===== src/rtl/msir_pkg.sv =====
package msir_pkg;
  localparam int WORD_W = 32;

  typedef enum logic [1:0] {
    ACC_DOORBELL   = 2'd0,
    ACC_INERT      = 2'd1,
    ACC_MISALIGNED = 2'd2,
    ACC_OUTSIDE    = 2'd3
  } acc_class_e;
endpackage


===== src/rtl/msir_decode.sv =====
module msir_decode
  import msir_pkg::*;
#(
  parameter int ADDR_W     = 16,
  parameter int PAGE_SHIFT = 12,
  parameter int NUM_PAGES  = 4
) (
  input  logic [ADDR_W-1:0] addr,
  output acc_class_e        cls
);
  localparam logic [ADDR_W:0] WIN_END = (ADDR_W+1)'(NUM_PAGES) << PAGE_SHIFT;

  function automatic acc_class_e classify(input logic [ADDR_W-1:0] a);
    if (a[1:0] != 2'b00)                return ACC_MISALIGNED;
    if ({1'b0, a} >= WIN_END)           return ACC_OUTSIDE;
    if (a[PAGE_SHIFT-1:0] == '0)        return ACC_DOORBELL;
    return ACC_INERT;
  endfunction

  assign cls = classify(addr);
endmodule


===== src/rtl/msir_wr_stage.sv =====
module msir_wr_stage
  import msir_pkg::*;
#(
  parameter int ADDR_W     = 16,
  parameter int PAGE_SHIFT = 12,
  parameter int NUM_IDS    = 64,
  parameter int PAGE_W     = 2,
  parameter int ID_W       = 6
) (
  input  logic              clk,
  input  logic              rst_n,
  input  logic              wr_valid,
  input  acc_class_e        cls,
  input  logic [ADDR_W-1:0] addr,
  input  logic [WORD_W-1:0] data,
  output logic              set_valid,
  output logic [ID_W-1:0]   set_id,
  output logic              upd_valid,
  output logic [PAGE_W-1:0] page,
  output logic              wr_err
);
  function automatic logic [PAGE_W-1:0] page_of(input logic [ADDR_W-1:0] a);
    logic [ADDR_W-1:0] sh;
    sh = a >> PAGE_SHIFT;
    return sh[PAGE_W-1:0];
  endfunction

  function automatic logic id_in_range(input logic [WORD_W-1:0] d);
    return (d != '0) && (d < WORD_W'(NUM_IDS));
  endfunction

  logic wr_accept, wr_reject, id_ok, ring_fire;
  assign wr_accept = wr_valid && (cls == ACC_DOORBELL || cls == ACC_INERT);
  assign wr_reject = wr_valid && !wr_accept;
  assign id_ok     = id_in_range(data);
  assign ring_fire = wr_accept && (cls == ACC_DOORBELL) && id_ok;

  always_ff @(posedge clk or negedge rst_n) begin
    if (!rst_n) begin
      set_valid <= 1'b0;
      set_id    <= '0;
      upd_valid <= 1'b0;
      page      <= '0;
      wr_err    <= 1'b0;
    end else begin
      set_valid <= ring_fire;
      upd_valid <= wr_accept;
      wr_err    <= wr_reject;
      if (wr_accept) page   <= page_of(addr);
      if (ring_fire) set_id <= data[ID_W-1:0];
    end
  end
endmodule


===== src/rtl/msir_rd_stage.sv =====
module msir_rd_stage
  import msir_pkg::*;
(
  input  logic              clk,
  input  logic              rst_n,
  input  logic              rd_valid,
  input  acc_class_e        cls,
  output logic              rd_resp_valid,
  output logic [WORD_W-1:0] rd_data,
  output logic              rd_err
);
  logic rd_bad;
  assign rd_bad  = rd_valid && (cls == ACC_MISALIGNED || cls == ACC_OUTSIDE);
  assign rd_data = '0;

  always_ff @(posedge clk or negedge rst_n) begin
    if (!rst_n) begin
      rd_resp_valid <= 1'b0;
      rd_err        <= 1'b0;
    end else begin
      rd_resp_valid <= rd_valid;
      rd_err        <= rd_bad;
    end
  end
endmodule


===== src/rtl/msir_top.sv =====
module msir_top
  import msir_pkg::*;
#(
  parameter int ADDR_W     = 16,
  parameter int PAGE_SHIFT = 12,
  parameter int NUM_PAGES  = 4,
  parameter int NUM_IDS    = 64,
  localparam int PAGE_W    = (NUM_PAGES > 1) ? $clog2(NUM_PAGES) : 1,
  localparam int ID_W      = $clog2(NUM_IDS)
) (
  input  logic              clk,
  input  logic              rst_n,
  input  logic              wr_valid,
  input  logic [ADDR_W-1:0] wr_addr,
  input  logic [31:0]       wr_data,
  input  logic              rd_valid,
  input  logic [ADDR_W-1:0] rd_addr,
  output logic              set_valid,
  output logic [PAGE_W-1:0] set_page,
  output logic [ID_W-1:0]   set_id,
  output logic              upd_valid,
  output logic [PAGE_W-1:0] upd_page,
  output logic              rd_resp_valid,
  output logic [31:0]       rd_data,
  output logic              err
);
  acc_class_e        wr_cls, rd_cls;
  logic [PAGE_W-1:0] page_q;
  logic              wr_err, rd_err;

  msir_decode #(.ADDR_W(ADDR_W), .PAGE_SHIFT(PAGE_SHIFT), .NUM_PAGES(NUM_PAGES))
    u_wr_dec (.addr(wr_addr), .cls(wr_cls));

  msir_decode #(.ADDR_W(ADDR_W), .PAGE_SHIFT(PAGE_SHIFT), .NUM_PAGES(NUM_PAGES))
    u_rd_dec (.addr(rd_addr), .cls(rd_cls));

  msir_wr_stage #(
    .ADDR_W(ADDR_W), .PAGE_SHIFT(PAGE_SHIFT), .NUM_IDS(NUM_IDS),
    .PAGE_W(PAGE_W), .ID_W(ID_W)
  ) u_wr (
    .clk(clk), .rst_n(rst_n), .wr_valid(wr_valid), .cls(wr_cls),
    .addr(wr_addr), .data(wr_data), .set_valid(set_valid), .set_id(set_id),
    .upd_valid(upd_valid), .page(page_q), .wr_err(wr_err)
  );

  msir_rd_stage u_rd (
    .clk(clk), .rst_n(rst_n), .rd_valid(rd_valid), .cls(rd_cls),
    .rd_resp_valid(rd_resp_valid), .rd_data(rd_data), .rd_err(rd_err)
  );

  assign set_page = page_q;
  assign upd_page = page_q;
  assign err      = wr_err | rd_err;
endmodule


===== config.mk =====
export PLATFORM = sky130hd
export DESIGN_NAME = msir_top
export DESIGN_NICKNAME = d
export VERILOG_FILES = /design/src/rtl/msir_pkg.sv /design/src/rtl/msir_decode.sv /design/src/rtl/msir_wr_stage.sv /design/src/rtl/msir_rd_stage.sv /design/src/rtl/msir_top.sv
export SDC_FILE = /design/constraint.sdc
export NUM_CORES = 1
export LEC_CHECK = 0
export BUFFER_PORTS_ARGS = -buffer_cell sky130_fd_sc_hd__buf_2
export CAP_MARGIN = 10
export CELL_PAD_IN_SITES_DETAIL_PLACEMENT = 2
export CELL_PAD_IN_SITES_GLOBAL_PLACEMENT = 2
export CORE_ASPECT_RATIO = 0.9
export CORE_MARGIN = 4
export CORE_UTILIZATION = 13
export CTS_CLUSTER_DIAMETER = 30
export DETAILED_ROUTE_END_ITERATION = 12
export PLACE_DENSITY = 0.75
export SYNTH_ARGS = -nofsm -noshare
export SYNTH_HDL_FRONTEND = slang
export SYNTH_SLANG_ARGS = --single-unit

===== constraint.sdc =====
create_clock -name clk -period 0.8 [get_ports clk]
set_clock_uncertainty 0.15 [all_clocks]
set_input_delay 0.04 -clock clk [delete_from_list [all_inputs] [get_ports clk]]
set_output_delay 0.04 -clock clk [all_outputs]
set_load 0.02 [all_outputs]

-- Word level (Yosys, flattened, before mapping)
Index checks and enable logic that the tools add are counted.
- magnitude comparators: 3
- equality and inequality tests: 3
- multiplexer cells: 24
- bitwise logic cells: 1
- reduce and logical (&&, ||, !) cells: 15
- operators with widths (operator ; number):
    >= comparator 16 x 15 -> 1 bit (second input constant) ; 2
    < comparator 32 x 7 -> 1 bit (second input constant) ; 1
    nonzero test 32 bit ; 1
    zero test 12 bit ; 2
    two-way mux 2 bit ; 12
    two-way mux 1 bit ; 12
    logical AND 1 bit ; 6
    == test 2 bit (second input constant) ; 2
    nonzero test 2 bit ; 2
    == test 2 x 1 -> 1 bit (second input constant) ; 1
    zero test 2 bit ; 1
    logical OR 1 bit ; 2
    zero test 1 bit ; 1
    OR 1 bit ; 1
- bits in registers: 13
- input port bits: 68
- output and inout port bits: 46
- logic and storage cells: 53

-- Logic depth before layout (Yosys ltp)
Gate-level depths: netlist of run 1.
- depth in word-level cells: 13
- mapped depth: 4
- gate-level depth less buffers: 4

-- Modules after synthesis
From an unflattened synthesis of run 1, not the netlist that was laid out.
- cell total of the unflattened synthesis: 83
- area total of the unflattened synthesis: 915.9 sq um
- modules (own cells, without submodules) (module ; times used ; cells each ; area each (sq um) ; sequential area each (sq um)):
    msir_wr_stage ; 1 ; 34 ; 524.3 ; 275.3
    msir_rd_stage ; 1 ; 36 ; 300.3 ; 50.0
    msir_decode ; 2 ; 5 ; 35.0 ; 0.0
    msir_top ; 1 ; 3 ; 21.3 ; 0.0

-- Worst setup path before layout of run 1
No wires, ideal clock.
- path type: input-to-reg
- start point: input wr_data[29]
- end point: register u_wr.set_id[0]
- setup time: 125 ps
- arrival time: 1285 ps
- required time: 525 ps
- path slack: -760 ps
- stages on the path: 4
- buffers on the path: 0
- path through: nor4_1 -> nand4_1 -> nor4_4 -> mux2_2
- word-level cells in the longest chain between the ends: 3
- elaborated cells between the ends (all ways): 4
- classes of those cells: order compare: 1; reduce/logical: 3
- RTL lines (element ; line ; RTL):
    start: declaration ; msir_top.sv:15 ; input logic [31:0] wr_data,
    < comparator 32 x 7 -> 1 bit or nonzero test 32 bit (tied branches) ; msir_wr_stage.sv:29 ; return (d != '0) && (d < WORD_W'(NUM_IDS));
    logical AND 1 bit (*) ; msir_wr_stage.sv:29 ;
    logical AND 1 bit (*) ; msir_wr_stage.sv:36 ; assign ring_fire = wr_accept && (cls == ACC_DOORBELL) && id_ok;
    end signal: assignment ; msir_wr_stage.sv:50 ; if (ring_fire) set_id <= data[ID_W-1:0];
    end: declaration ; msir_wr_stage.sv:17 ; output logic [ID_W-1:0] set_id,
Every way passes the cells marked *; elsewhere a longest branch is shown, timed or not.
A chain may end at the register's enable or synchronous reset.

-- Worst setup path in the final report of run 1
- start point: input wr_data[15]
- end point: register u_wr.set_id[1]
Same word-level chain as after synthesis.

==> out/metrics.csv, run 1 <==
stage,metric,value,unit
clock_network,ctsHtreeMaxLevel,1,
detailed_routing,vias_per_cell,3.31,
cells_and_area,final_cell_mix,"buf_2 (41), buf_6 (37), conb_1 (32), dfrtp_1 (11), buf_4 (9)",
synth,synth_warnings,0,
pwr,swShare,31.2,%
floorplanning,dieArea,0.00795,mm2
critical_path,start_kind,input pin,
synth,synth_seq_area_share,38.0,%
detailed_routing,routed_wl,3460,um
place,dpl.hpwl,2850,um
run_status,violations,"hold timing, setup timing",
grt,grt_pass1_vias,1069,
sta,period_share,180,%
synth,syn_inst,81,
clock_network,clock_sinks,13,
grt,grt_pass1_wl,5220,um
critical_path,cp_data_required_time,0.78,ns
grt,grt_usage,8.41,%
detailed_routing,vias,858,
pwr,pwr_density_cell,1180,mW/mm2
cells_and_area,drive_above_1_share,69.2,%
floorplanning,initial_core_util,13.7,%
hold_path,hold_class,in -> reg,
sta,drv_slew,0,
pwr,p_leak,0.858,nW
cells_and_area,nNetsFinal,241,
sta,setup_viol,26,
pwr,peakVddDrop,0.419,mV
sta,hold_ws,-0.123,ns
clock_network,path_clk_slew,0.06,ns
floorplanning,ios,114,
cells_and_area,diodes,0,
clock_network,clock_latency,0.24,ns
critical_path,cp_max_fo,6,
sta,rsz0062_at_grt,true,
critical_path,cp-end-kind,flop,
sta,setup_tns,-8.35,ns
job,maxCapViolations,0,
cells_and_area,final_common_cell,buf_2,
cells_and_area,areaGrowthSynthToFinish,105,%
critical_path,crit_type,in -> reg,
detailed_routing,wire_per_inst,13.4,um
detailed_routing,drc,0,
floorplanning,dieHeight,85.0,um
clock_network,clockRootBuffer,clkbuf_8,
sta,fin_crit,1.44,ns
cells_and_area,nFillCells,707,
detailed_routing,initialDrtViolationCount,3,
pwr,p_int,0.00142,W
critical_path,cp.arrival,1.42,ns
sta,hold_violations,9,
critical_path,worst_path_max_delay_cell,mux2_2,
grt,antenna_found_initial,0,
floorplanning,core_area,0.00625,mm2
sta,setup_ws,-0.643,ns
synth,yosysUniqueCellTypes,17,
critical_path,slowest_delay,0.33,ns
critical_path,cp_cell_sequence,buf_6 > nor4_4 > nand4_1 > nor4_4 > buf_6 > mux2_2,
clock_network,cts_tree,yes,
sta,max_freq,693,MHz
pwr,clkPwrFrac,28.1,%
place,placedCellCount,249,
clock_network,cts_buffers,3,
detailed_routing,drtPass1Iterations,2,
pwr,p_seq_share,34.6,%
grt,grt_max_degree,14,
synth,synth_area,856,um2
grt,grt-ovfl-total,0,
clock_network,clock_path_buffers,2,
floorplanning,die_w,93.5,um
synth,synth-seq-cells,13,
pwr,power.switching,0.000645,W
pwr,combPwrFrac,37.2,%
detailed_routing,ant_nets,0,
run_status,status,finished with violations,
place,io_buffers,69,
place,gp_congestion,0.660,
floorplanning,rows,27,
synth,syn-mean-instance-area,10.6,um2
cells_and_area,layoutNonFillerInstCount,259,
per-layer routing:
layer,wire [um],vias to the layer above,global-route usage (%)
li1,-,403,-
met1,1010,410,7.33
met2,2190,43,18.6
met3,254,2,2.04
met4,6,0,1.60
met5,0,-,0
path summary, 6_finish.rpt:
kind	startpoint	endpoint	slack (ns)	cells after the start
max	wr_data[15]	u_wr.set_id[1]	-0.64	6
min	wr_data[2]	u_wr.set_id[2]	-0.12	2
max reg2reg	u_wr.page[1]	u_wr.page[1]	-0.25	2
min reg2reg	u_wr.page[0]	u_wr.page[0]	0.38	1
max in group asynchronous	rst_n	u_wr.page[0]	0.17	2
min in group asynchronous	rst_n	u_wr.set_id[4]	0.08	2
what timing repair did:
action	4_1_cts	5_1_grt
resized for setup	71	5
hold buffers	2	1
pin swaps	15	3
hold endpoints to repair	23	9
endpoints found under the setup margin	25	26
buffers inserted	3	1
registers in the layout (all words and copies together), names as in the netlist:
signal,cells
u_wr.set_id,6
u_wr.page,2
u_rd.rd_err,1
u_rd.rd_resp_valid,1
u_wr.set_valid,1
u_wr.upd_valid,1
u_wr.wr_err,1
stage by stage:
step                      total power, W  instance area (um2)  hold WS [ns]  worst slack, ns  utilization, %
after floorplan                  0.00113                  990        -0.406           -0.738               -
after global placement           0.00124                 1300        -0.213            -1.01            20.8
after detailed placement         0.00126                 1300        -0.200            -1.01            20.8
after CTS                        0.00206                 1730        -0.130           -0.659            27.6
after global routing             0.00218                 1760        -0.129           -0.710            28.1
final                            0.00206                 1760        -0.123           -0.643            28.1
synthesized netlist by cell type (all sizes together):
| cell | count | share of area, % |
|---|---|---|
| conb | 1 | 0.44 |
| mux2 | 8 | 11 |
| nor2b | 1 | 0.73 |
| nand2 | 2 | 0.88 |
| o21bai | 1 | 0.88 |
| or4 | 1 | 0.88 |
| inv | 1 | 0.44 |
| nor2 | 1 | 0.44 |
| buf | 34 | 30 |
| or2 | 2 | 1.5 |
| dfrtp | 13 | 38 |
| nor4 | 12 | 11 |
| o41a | 1 | 1.3 |
| nand4 | 2 | 1.5 |
| o211ai | 1 | 1.5 |
cell type report:
type | instances | area, um2 | share of cell area, %
clock buffers | 4 | 45.0 | 2.57
inverters | 1 | 3.75 | 0.214
multi-input cells | 64 | 546 | 31.1
flip-flops and latches | 13 | 328 | 18.7
well taps | 87 | 109 | 6.20
repair buffers | 90 | 724 | 41.3
critical path: cells and delay by family:
kind	cells	cell delay, ns
buf+inv	2	0.27
simple gates	3	0.79
mux	1	0.33
power groups by stage:
stage / clock, W / combinational [W] / sequential [W]
detailed placement: 0 / 0.000542 / 0.000720
global route: 0.000647 / 0.000816 / 0.000718
floorplan: 0 / 0.000372 / 0.000759
finish: 0.000581 / 0.000769 / 0.000715
global placement: 0 / 0.000522 / 0.000719
CTS: 0.000605 / 0.000738 / 0.000714
logic make-up (layout without fill, tap and decap cells):
kind of cell	count (synthesis)	after routing	share of synthesized area (%)
AND/OR/NAND/NOR	21	21	17.1
AO/OA/AOI/OAI	3	3	3.65
flip-flops	13	13	38.0
multiplexers	8	8	10.5
other	1	32	0.438
buffers and inverters	35	95	30.3
Note: power is estimated with default switching activity, not from simulation.
==> run 2: changes to the inputs <==
--- a/config.mk
+++ b/config.mk
@@ -11,10 +11,10 @@
 export CELL_PAD_IN_SITES_GLOBAL_PLACEMENT = 2
 export CORE_ASPECT_RATIO = 0.9
 export CORE_MARGIN = 4
-export CORE_UTILIZATION = 13
+export CORE_UTILIZATION = 14
 export CTS_CLUSTER_DIAMETER = 30
 export DETAILED_ROUTE_END_ITERATION = 12
-export PLACE_DENSITY = 0.75
+export PLACE_DENSITY = 0.77
 export SYNTH_ARGS = -nofsm -noshare
 export SYNTH_HDL_FRONTEND = slang
 export SYNTH_SLANG_ARGS = --single-unit
==> constraint.sdc (replaced) <==
create_clock -name clk -period 1.35 [get_ports clk]
set_clock_uncertainty 0.15 [all_clocks]
set_input_delay 0.0675 -clock clk [delete_from_list [all_inputs] [get_ports clk]]
set_output_delay 0.0675 -clock clk [all_outputs]
set_load 0.02 [all_outputs]
==> run 2 against run 1 <==
  * The flow finishes with violations (setup timing)
  * Setup slack gained 0.51 ns
  * Combinational power is 52% lower
  * Sequential share of layout area grew 1.7 points
  * Die area shrank 6.5%
  * Hold slack improved by 0.13 ns
  * First-iteration DRC count rose to 4.7 times the previous value
  * Clock-buffer cell count unchanged
  * Power is 44% lower
  * Flip-flop and latch count is the same
  * Via count up 4.4%
==> out/metrics.csv, run 2 (synthesis results as in run 1) <==
stage,metric,value,unit
run_status,status,finished with violations,
run_status,violations,setup timing,
grt,grt_max_degree,14,
critical_path,crit_type,in -> reg,
cells_and_area,layoutNonFillerInstCount,246,
hold_path,hold_class,in -> reg,
cells_and_area,nNetsFinal,245,
grt,grt_usage,9.28,%
clock_network,clockRootBuffer,clkbuf_8,
cells_and_area,final_common_cell,buf_2,
detailed_routing,initialDrtViolationCount,14,
cells_and_area,largest_reg_flops,6,
sta,max_freq,675,MHz
sta,setup_ws,-0.132,ns
sta,hold_ws,0.00345,ns
critical_path,cp-end-kind,flop,
place,gp_congestion,0.730,
detailed_routing,drc,0,
detailed_routing,drtPass1Iterations,2,
grt,antenna_found_initial,0,
critical_path,cp.arrival,1.46,ns
pwr,p_leak,0.831,nW
cells_and_area,areaGrowthSynthToFinish,86.7,%
floorplanning,die_w,90.4,um
detailed_routing,ant_nets,0,
cells_and_area,multi_input_comb_area,526,um2
cells_and_area,final_cell_mix,"buf_2 (64), conb_1 (32), dlygate4sd3_1 (14), dfrtp_1 (13), buf_4 (9)",
detailed_routing,vias_per_cell,3.64,
job,maxCapViolations,0,
clock_network,cts_tree,yes,
detailed_routing,vias,896,
critical_path,cp_data_required_time,1.33,ns
clock_network,path_clk_slew,0.06,ns
clock_network,clock_sinks,13,
floorplanning,dieHeight,82.2,um
cells_and_area,seq_area,325,um2
clock_network,cts_buffers,3,
cells_and_area,post-route-cell-area,0.00160,mm2
sta,drv_slew,0,
grt,grt_pass1_wl,5270,um
detailed_routing,routed_wl,3610,um
clock_network,ctsHtreeMaxLevel,1,
sta,fin_crit,1.48,ns
cells_and_area,diodes,0,
cells_and_area,drive_above_1_share,60.8,%
critical_path,cp_max_fo,6,
pwr,peakVddDrop,0.300,mV
pwr,pwr_density_cell,718,mW/mm2
clock_network,clock_latency,0.25,ns
grt,grt_pass1_vias,1049,
sta,period_share,110,%
detailed_routing,wire_per_inst,14.7,um
critical_path,start_kind,input pin,
cells_and_area,top_register,u_wr.set_id,
clock_network,clock_path_buffers,2,
sta,setup_viol,6,
place,place_area,0.00122,mm2
cells_and_area,nFillCells,673,
sta,hold_violations,0,
cells_and_area,largest_registers,"u_wr.set_id x6, u_wr.page x2",
floorplanning,initial_core_util,14.8,%
floorplanning,rows,26,
place,dpl.hpwl,2660,um
grt,grt-ovfl-total,0,
floorplanning,ios,114,
floorplanning,dieArea,0.00743,mm2
floorplanning,core_area,0.00579,mm2
sta,rsz0062_at_grt,true,
place,io_buffers,69,
place,placedCellCount,226,
## run 2: layout make-up
class                           instances  area share (%)
Clock buffer                            4            2.82
Inverter                                1           0.235
Multi-Input combinational cell         64            32.9
Sequential cell                        13            20.4
Tap cell                               70            5.48
Timing Repair Buffer                   94            38.2
## run 2: per-stage QoR
step           utilization (%)  TNS [ns]  power [W]  worst slack [ns]
2_1_floorplan                -     -1.30   0.000664            -0.216
4_1_cts                   26.1    -0.982    0.00112            -0.161
3_3_place_gp              21.0     -3.78   0.000707            -0.500
6_report                  27.6    -0.762    0.00115            -0.132
5_1_grt                   27.6     -1.17    0.00122            -0.204
3_5_place_dp              21.0     -3.93   0.000714            -0.541
## run 2: critical path, stage by stage
cell	delay [ns]
buf_2	0.11
nor4_2	0.28
nand4_1	0.22
nor4_4	0.31
buf_6	0.18
mux2_4	0.31
## run 2: power breakdown
| part | switching [W] | internal [W] | total (W) |
|---|---|---|---|
| clock | 0.000150 | 0.000209 | 0.000359 |
| combinational | 0.000217 | 0.000150 | 0.000367 |
| sequential | 0.0000118 | 0.000409 | 0.000421 |
| total | 0.000379 | 0.000769 | 0.00115 |
## run 2: worst paths after layout
check                                    start              to  slack [ns]  cells past startpoint
worst max-delay path               wr_data[17]  u_wr.set_id[5]       -0.13                      6
worst min-delay path                wr_data[0]  u_wr.set_id[0]       0.003                      3
worst max register to register  u_wr.set_id[5]  u_wr.set_id[5]        0.41                      1
worst min register to register  u_wr.set_id[2]  u_wr.set_id[2]        0.36                      1
max in group asynchronous                rst_n  u_wr.set_id[1]        0.73                      2
min in group asynchronous                rst_n     u_wr.wr_err        0.09                      2
## run 2: layer usage
metal,vias up,global-route usage (%),wire [um]
met4,0,5.66,95
met3,8,1.81,166
met2,46,19.7,2280
li1,409,-,-
met1,433,8.18,1060
met5,-,0,0
## run 2: repair_timing
item / CTS / global route
gates resized for setup: 17 / 16
hold endpoints to repair: 23 / 1
buffers inserted: 4 / 0
hold buffers: 13 / 1
setup endpoints to repair: 6 / 7
pin swaps: 4 / 8
